===== config.mk =====
export PLATFORM = sky130hd
export DESIGN_NAME = nvseq_detect
export DESIGN_NICKNAME = d
export VERILOG_FILES = /design/src/rtl/nvseq_pkg.sv /design/src/rtl/nvseq_addr_cmp.sv /design/src/rtl/nvseq_fsm.sv /design/src/rtl/nvseq_out.sv /design/src/rtl/nvseq_detect.sv
export SDC_FILE = /design/constraint.sdc
export NUM_CORES = 1
export LEC_CHECK = 0
export BUFFER_PORTS_ARGS = -buffer_cell sky130_fd_sc_hd__buf_2
export CORE_AREA = 8 8 45 47
export DETAILED_ROUTE_END_ITERATION = 8
export DIE_AREA = 0 0 53 55
export PLACE_DENSITY = 0.67
export SYNTH_ARGS = -nofsm -noshare
export SYNTH_HDL_FRONTEND = slang
export SYNTH_HIERARCHICAL = 1
export SYNTH_SLANG_ARGS = --single-unit
export TNS_END_PERCENT = 10

===== constraint.sdc =====
create_clock -name clk -period 1.2 [get_ports clk]
set_input_delay 0.06 -clock clk [delete_from_list [all_inputs] [get_ports clk]]
set_output_delay 0.06 -clock clk [all_outputs]
set_load 0.03 [all_outputs]

===== src/rtl/nvseq_pkg.sv =====
package nvseq_pkg;

    localparam int NV_ADDR_W = 13;
    localparam int NV_KEY_LEN = 6;
    localparam int NV_PREFIX = NV_KEY_LEN - 1;

    localparam logic [NV_ADDR_W-1:0] NV_TAIL_STORE  = 13'h0F0F;
    localparam logic [NV_ADDR_W-1:0] NV_TAIL_RECALL = 13'h0F0E;

    typedef enum logic [2:0] {
        ST_IDLE = 3'd0,
        ST_K1   = 3'd1,
        ST_K2   = 3'd2,
        ST_K3   = 3'd3,
        ST_K4   = 3'd4,
        ST_K5   = 3'd5
    } nv_state_e;

    // Shared leading addresses of both keys; the step order is behaviour.
    function automatic logic [NV_ADDR_W-1:0] nv_prefix_key(input int idx);
        logic [NV_ADDR_W-1:0] k;
        case (idx)
            0: k = 13'h0000;
            1: k = 13'h1555;
            2: k = 13'h0AAA;
            3: k = 13'h1FFF;
            4: k = 13'h10F0;
            default: k = '0;
        endcase
        return k;
    endfunction

endpackage


===== src/rtl/nvseq_addr_cmp.sv =====
module nvseq_addr_cmp
    import nvseq_pkg::*;
#(
    parameter int ADDR_W = NV_ADDR_W,
    parameter int PREFIX = NV_PREFIX
) (
    input  logic [ADDR_W-1:0] addr,
    output logic [PREFIX-1:0] prefix_hit,
    output logic              tail_store,
    output logic              tail_recall
);

    // One comparator lane per leading key step.
    for (genvar g = 0; g < PREFIX; g++) begin : g_lane
        assign prefix_hit[g] = (addr == nv_prefix_key(g));
    end

    assign tail_store  = (addr == NV_TAIL_STORE);
    assign tail_recall = (addr == NV_TAIL_RECALL);

    always_comb begin
        assert_tails_exclusive_R9: assert (!(tail_store && tail_recall));
    end

endmodule


===== src/rtl/nvseq_fsm.sv =====
module nvseq_fsm
    import nvseq_pkg::*;
#(
    parameter int ADDR_W = NV_ADDR_W,
    parameter int PREFIX = NV_PREFIX
) (
    input  logic              clk,
    input  logic              rst_n,
    input  logic              cyc_stb,
    input  logic              chip_sel,
    input  logic              wr_n,
    input  logic [ADDR_W-1:0] addr,
    input  logic [PREFIX-1:0] prefix_hit,
    input  logic              tail_store,
    input  logic              tail_recall,
    output logic              done_store,
    output logic              done_recall
);

    nv_state_e state, state_nx, restart_st;
    logic      access;
    logic      rd_access;

    assign access     = cyc_stb && chip_sel;
    assign rd_access  = access && wr_n;
    assign restart_st = prefix_hit[0] ? ST_K1 : ST_IDLE;

    // State register.
    always_ff @(posedge clk or negedge rst_n) begin
        if (!rst_n) state <= ST_IDLE;
        else        state <= state_nx;
    end

    // Transitions: hold, cancel, advance, complete, restart.
    always_comb begin
        state_nx = state;
        if (!access) begin
            state_nx = state;
        end else if (!wr_n) begin
            state_nx = ST_IDLE;
        end else begin
            unique case (state)
                ST_IDLE: state_nx = restart_st;
                ST_K1:   state_nx = prefix_hit[1] ? ST_K2 : restart_st;
                ST_K2:   state_nx = prefix_hit[2] ? ST_K3 : restart_st;
                ST_K3:   state_nx = prefix_hit[3] ? ST_K4 : restart_st;
                ST_K4:   state_nx = prefix_hit[4] ? ST_K5 : restart_st;
                ST_K5:   state_nx = (tail_store || tail_recall) ? ST_IDLE : restart_st;
                default: state_nx = ST_IDLE;
            endcase
        end
    end

    // Completion decode.
    always_comb begin
        done_store  = 1'b0;
        done_recall = 1'b0;
        if (rd_access && state == ST_K5) begin
            done_store  = tail_store;
            done_recall = tail_recall;
        end
    end

    assert_write_cancels_R5: assert property (@(posedge clk) disable iff (!rst_n)
        (access && !wr_n) |=> (state == ST_IDLE));

    assert_hold_when_idle_R7: assert property (@(posedge clk) disable iff (!rst_n)
        (!access) |=> $stable(state));

    assert_zero_is_step_one_R6: assert property (@(posedge clk) disable iff (!rst_n)
        (rd_access && addr == '0) |=> (state == ST_K1));

    assert_clear_after_done_R8: assert property (@(posedge clk) disable iff (!rst_n)
        (done_store || done_recall) |=> (state == ST_IDLE));

endmodule


===== src/rtl/nvseq_out.sv =====
module nvseq_out (
    input  logic clk,
    input  logic rst_n,
    input  logic done_store,
    input  logic done_recall,
    output logic store_pulse,
    output logic recall_pulse,
    output logic dq_hiz
);

    always_ff @(posedge clk or negedge rst_n) begin
        if (!rst_n) begin
            store_pulse  <= 1'b0;
            recall_pulse <= 1'b0;
        end else begin
            store_pulse  <= done_store;
            recall_pulse <= done_recall;
        end
    end

    assign dq_hiz = done_store || done_recall;

    assert_hiz_then_trigger_R4: assert property (@(posedge clk) disable iff (!rst_n)
        dq_hiz |=> (store_pulse ^ recall_pulse));

    assert_store_one_cycle_R2: assert property (@(posedge clk) disable iff (!rst_n)
        store_pulse |=> !store_pulse);

    assert_recall_one_cycle_R3: assert property (@(posedge clk) disable iff (!rst_n)
        recall_pulse |=> !recall_pulse);

    assert_triggers_exclusive_R9: assert property (@(posedge clk) disable iff (!rst_n)
        $onehot0({store_pulse, recall_pulse}));

endmodule


===== src/rtl/nvseq_detect.sv =====
module nvseq_detect
    import nvseq_pkg::*;
#(
    parameter int ADDR_W = NV_ADDR_W
) (
    input  logic              clk,
    input  logic              rst_n,
    input  logic              cyc_stb,
    input  logic              chip_sel,
    input  logic              wr_n,
    input  logic [ADDR_W-1:0] addr,
    output logic              store_pulse,
    output logic              recall_pulse,
    output logic              dq_hiz
);

    localparam int PREFIX = NV_PREFIX;

    logic [PREFIX-1:0] prefix_hit;
    logic              tail_store, tail_recall;
    logic              done_store, done_recall;

    nvseq_addr_cmp #(.ADDR_W(ADDR_W), .PREFIX(PREFIX)) u_cmp (
        .addr        (addr),
        .prefix_hit  (prefix_hit),
        .tail_store  (tail_store),
        .tail_recall (tail_recall)
    );

    nvseq_fsm #(.ADDR_W(ADDR_W), .PREFIX(PREFIX)) u_fsm (
        .clk         (clk),
        .rst_n       (rst_n),
        .cyc_stb     (cyc_stb),
        .chip_sel    (chip_sel),
        .wr_n        (wr_n),
        .addr        (addr),
        .prefix_hit  (prefix_hit),
        .tail_store  (tail_store),
        .tail_recall (tail_recall),
        .done_store  (done_store),
        .done_recall (done_recall)
    );

    nvseq_out u_out (
        .clk          (clk),
        .rst_n        (rst_n),
        .done_store   (done_store),
        .done_recall  (done_recall),
        .store_pulse  (store_pulse),
        .recall_pulse (recall_pulse),
        .dq_hiz       (dq_hiz)
    );

endmodule


==> metrics.txt <==
# TYPE chip_impl_metric gauge
chip_impl_info{name="outcome",value="complete, but fails checks"} 1
chip_impl_info{name="violated_checks",value="setup timing"} 1
chip_impl_info{name="layout.cells.most_common_list",value="19 x sky130_fd_sc_hd__buf_2, 11 x sky130_fd_sc_hd__buf_4, 5 x sky130_fd_sc_hd__dfrtp_1"} 1
chip_impl_metric{name="hold_viol_final",unit=""} 0
chip_impl_metric{name="max-slew-margin-rel",unit="%"} 75.4
chip_impl_info{name="rsz0062_at_grt",value="true"} 1
chip_impl_metric{name="cts.htree.levels",unit=""} 1
chip_impl_metric{name="post-route-min-period",unit="ps"} 1550
chip_impl_metric{name="worst_case_setup_margin_in_the_final_layout",unit="ps"} -346
chip_impl_metric{name="firstDrtPassIters",unit=""} 3
chip_impl_info{name="crit_end",value="u_fsm/state[0]$_DFFE_PN0N_"} 1
chip_impl_info{name="reg2reg_to",value="u_fsm/state[0]$_DFFE_PN0N_"} 1
chip_impl_info{name="layout.cells.most_common",value="sky130_fd_sc_hd__buf_2"} 1
chip_impl_metric{name="slew_viol_final",unit=""} 0
chip_impl_metric{name="drt_iter0_markers",unit=""} 3
chip_impl_metric{name="grt_start_max_net_pins",unit=""} 10
chip_impl_metric{name="route.detailed.vias_per_inst",unit=""} 5.36
chip_impl_metric{name="flow.area_growth_from_synthesis",unit="%"} 74.4
chip_impl_metric{name="synth_fp_nets",unit=""} 69
chip_impl_info{name="netlist.top_cell.by_area",value="sky130_fd_sc_hd__dfrtp_1"} 1
chip_impl_metric{name="design.die.area",unit="um2"} 2920
chip_impl_metric{name="grt_antenna_before_repair",unit=""} 0
chip_impl_info{name="cts-root-buf",value="sky130_fd_sc_hd__clkbuf_4"} 1
chip_impl_info{name="worst-setup-path-type",value="in -> reg"} 1
chip_impl_metric{name="io-pin-count",unit=""} 21
chip_impl_metric{name="finish.net_count",unit=""} 105
chip_impl_metric{name="first_pass_grt_wire_length",unit="um"} 2170
chip_impl_metric{name="cts_buffers",unit=""} 3
chip_impl_metric{name="max_capacitance_violation_count",unit=""} 0
chip_impl_metric{name="finalWeightedCongestion",unit=""} 0.812
chip_impl_metric{name="leakagePower",unit="nW"} 0.359
chip_impl_info{name="synth.area.top_cells",value="sky130_fd_sc_hd__dfrtp_1 28%, sky130_fd_sc_hd__nor4_1 10%, sky130_fd_sc_hd__buf_6 5.1%"} 1
chip_impl_metric{name="clock-skew-final",unit="ps"} 3.21
chip_impl_info{name="end_kind",value="register"} 1
chip_impl_metric{name="ys_ff_latch",unit=""} 5
chip_impl_metric{name="postLayoutCoreUtil",unit="%"} 55.3
chip_impl_metric{name="antenna-diode-count",unit=""} 0
chip_impl_metric{name="setup_viol",unit=""} 4
chip_impl_metric{name="worst-path-buf-inv",unit=""} 1
chip_impl_metric{name="wirelength",unit="um"} 1330
chip_impl_metric{name="setup.reg_to_reg.worst_slack",unit="ps"} -100
chip_impl_metric{name="data_arrival_critical_path",unit="ps"} 1730
chip_impl_metric{name="slowest_delay",unit="ps"} 580
chip_impl_metric{name="synth_cells",unit=""} 51
chip_impl_info{name="timing.critical_path.max_delay_family",value="simple AND/OR/NAND/NOR gates"} 1
chip_impl_metric{name="pre_cts_ws",unit="ps"} -606
chip_impl_metric{name="critical_path_depth",unit=""} 7
chip_impl_metric{name="grt_pass1_vias",unit=""} 565
chip_impl_metric{name="drt_drc_violations_left",unit=""} 0
chip_impl_info{name="timing.rr.start",value="u_fsm/state[1]$_DFFE_PN0N_"} 1
chip_impl_info{name="timing.critical_path.from",value="addr[0]"} 1
chip_impl_metric{name="filler_cell_count",unit=""} 129
chip_impl_metric{name="worst_slew_pin_slew",unit="ps"} 366
chip_impl_metric{name="initial_utilization",unit="%"} 31.7
chip_impl_metric{name="r2r_cell_count",unit=""} 4
chip_impl_metric{name="core_area",unit="um2"} 1380
chip_impl_metric{name="average_detailed_routed_wire_length_per_instance",unit="um"} 13.1
chip_impl_metric{name="worst_path_clk_slew",unit="ps"} 40
chip_impl_metric{name="min_period_over_period",unit="%"} 129
chip_impl_info{name="worstHoldPathType",value="in -> async"} 1
chip_impl_metric{name="crit_required",unit="ps"} 1380
chip_impl_metric{name="layout.cells.non_filler",unit=""} 102
chip_impl_metric{name="num_vias",unit=""} 547
chip_impl_metric{name="netlist_area",unit="um2"} 439
chip_impl_metric{name="critical_path.max_fanout",unit=""} 3
chip_impl_metric{name="placedCellCount",unit=""} 97
chip_impl_metric{name="post_route_cells_drive_above_1_share",unit="%"} 58.1
chip_impl_metric{name="num_rows",unit=""} 14
chip_impl_metric{name="p_total",unit="mW"} 0.454
chip_impl_metric{name="clock.fmax",unit="GHz"} 0.647
chip_impl_metric{name="share_of_the_synthesized_area_in_the_top_cell_type",unit="%"} 28.5
chip_impl_metric{name="synthDistinctLibCells",unit=""} 26
chip_impl_metric{name="grt_usage",unit="%"} 9.86
chip_impl_metric{name="overflow_left_after_global_routing",unit=""} 0
chip_impl_metric{name="clkLatencyLatePin",unit="ps"} 240
chip_impl_metric{name="chipWidth",unit="um"} 53
chip_impl_metric{name="timing.hold.ws",unit="ps"} 151
chip_impl_metric{name="die_height",unit="um"} 55
chip_impl_metric{name="place_hpwl",unit="um"} 1110
chip_impl_metric{name="power.density_cell_area",unit="nW/um2"} 593
chip_impl_metric{name="synth.avg_cell_area",unit="um2"} 8.61
chip_impl_metric{name="cts_max_path_buffers",unit=""} 2
chip_impl_metric{name="clkSinkCount",unit=""} 5
chip_impl_metric{name="ir_worst_vdd",unit="uV"} 243
chip_impl_info{name="critPathLaunchType",value="input pin"} 1
chip_impl_info{name="worst_path_max_delay_cell",value="sky130_fd_sc_hd__or4_4"} 1
chip_impl_metric{name="seq_area_frac_synth",unit="%"} 28.5
chip_impl_metric{name="post_cts.repair.setup_buffers",unit=""} 0
chip_impl_info{name="critical_path.cell_chain",value="buf_2, or4_4, nor4_4, o21ai_1, mux2_2, o211ai_1, a22o_1"} 1
chip_impl_metric{name="final_antenna_net_count",unit=""} 0
chip_impl_metric{name="port-buffer-count",unit=""} 20
chip_impl_metric{name="synth_warnings",unit=""} 6
chip_impl_info{name="clock_tree_from_tritoncts",value="yes"} 1
metrics by stage:
stage,TNS (ps),instance area [um2]
after floorplan,-588,475
after global placement,-2120,666
after detailed placement,-2320,666
after global routing,-983,766
after CTS,-797,759
final,-802,766
repair_timing:
action                                  in CTS  in global routing
pin swaps                                    4                  2
hold buffers                                 1                  0
endpoints found under the setup margin       4                  4
hold endpoints to repair                     5                  0
gates resized for setup                     11                  1
gates cloned                                 0                  0
synth_stat cells:
| cell type | number |
|---|---|
| sky130_fd_sc_hd__nor4_1 | 7 |
| sky130_fd_sc_hd__dfrtp_1 | 5 |
| sky130_fd_sc_hd__nand3_1 | 4 |
| sky130_fd_sc_hd__nand2_1 | 3 |
| sky130_fd_sc_hd__o21ai_1 | 3 |
| sky130_fd_sc_hd__a21oi_1 | 2 |
| sky130_fd_sc_hd__a22o_1 | 2 |
| sky130_fd_sc_hd__and3_2 | 2 |
| sky130_fd_sc_hd__buf_6 | 2 |
| sky130_fd_sc_hd__nand4_1 | 2 |
| sky130_fd_sc_hd__nand4b_1 | 2 |
| sky130_fd_sc_hd__or3_1 | 2 |
| sky130_fd_sc_hd__or4_4 | 2 |
| sky130_fd_sc_hd__and2b_1 | 1 |
| sky130_fd_sc_hd__and3b_1 | 1 |
| sky130_fd_sc_hd__buf_2 | 1 |
| sky130_fd_sc_hd__mux2_2 | 1 |
| sky130_fd_sc_hd__nand3b_1 | 1 |
| sky130_fd_sc_hd__nor2_1 | 1 |
| sky130_fd_sc_hd__nor3b_1 | 1 |
| sky130_fd_sc_hd__nor4bb_1 | 1 |
| sky130_fd_sc_hd__o211ai_1 | 1 |
| sky130_fd_sc_hd__o21ai_0 | 1 |
| sky130_fd_sc_hd__o21bai_1 | 1 |
| sky130_fd_sc_hd__or2_1 | 1 |
| sky130_fd_sc_hd__or2_2 | 1 |
flip-flops by register name (all words and copies together), names as in the netlist:
signal and flops:
u_out/recall_pulse 1, u_fsm/state 3, u_out/store_pulse 1
worst min-delay path by stage:
stage / endpoint / cells past startpoint
finish: u_fsm/state[1]$_DFFE_PN0N_ / 2
global route: u_out/recall_pulse$_DFF_PN0_ / 2
floorplan: u_fsm/state[0]$_DFFE_PN0N_ / 0
CTS: u_out/recall_pulse$_DFF_PN0_ / 2
detailed placement: u_out/recall_pulse$_DFF_PN0_ / 1
global placement: u_fsm/state[1]$_DFFE_PN0N_ / 1
per-layer routing:
| layer | part of all wire [%] | vias up | GRT usage, % | wire length, um |
|---|---|---|---|---|
| met5 | 0 | - | 0 | 0 |
| met4 | 1.3 | 0 | 7.76 | 17 |
| met3 | 7.4 | 2 | 2.14 | 98 |
| met2 | 48 | 23 | 17.0 | 645 |
| met1 | 43 | 247 | 10.3 | 572 |
| li1 | - | 275 | - | - |
worst reg2reg max path, delay by kind of cell, from the launching register on:
kind	cells	cell delay, ps
AO/OA/AOI/OAI	2	310
buffers and inverters	1	170
flip-flops	1	430
multiplexers	1	320
cell families (layout without fill, tap and decap cells):
logic type             count (synthesis)  in the layout  synth area share [%]
AND/OR/NAND/NOR                       32             32                  48.4
AO/OA/AOI/OAI                         10             10                  14.2
buffers and inverters                  3             38                  6.27
flip-flops                             5              5                  28.5
multiplexers                           1              1                  2.56
area by class of cell:
type	instances	area [um2]	share of cell area, %
multi-input combinational	43	373	48.7
timing repair buffer	34	221	28.9
sequential	5	125	16.3
clock buffer	4	26.3	3.43
tap	16	20.0	2.61
where the power goes:
part	switching (mW)	internal (mW)	total, mW	leakage (nW)
Combinational	0.0441	0.0440	0.0882	0.274
Sequential	0.00000290	0.169	0.169	0.0699
Clock	0.0710	0.126	0.197	0.0150
Total	0.115	0.339	0.454	0.359
Power figures use the tool's default switching activity.
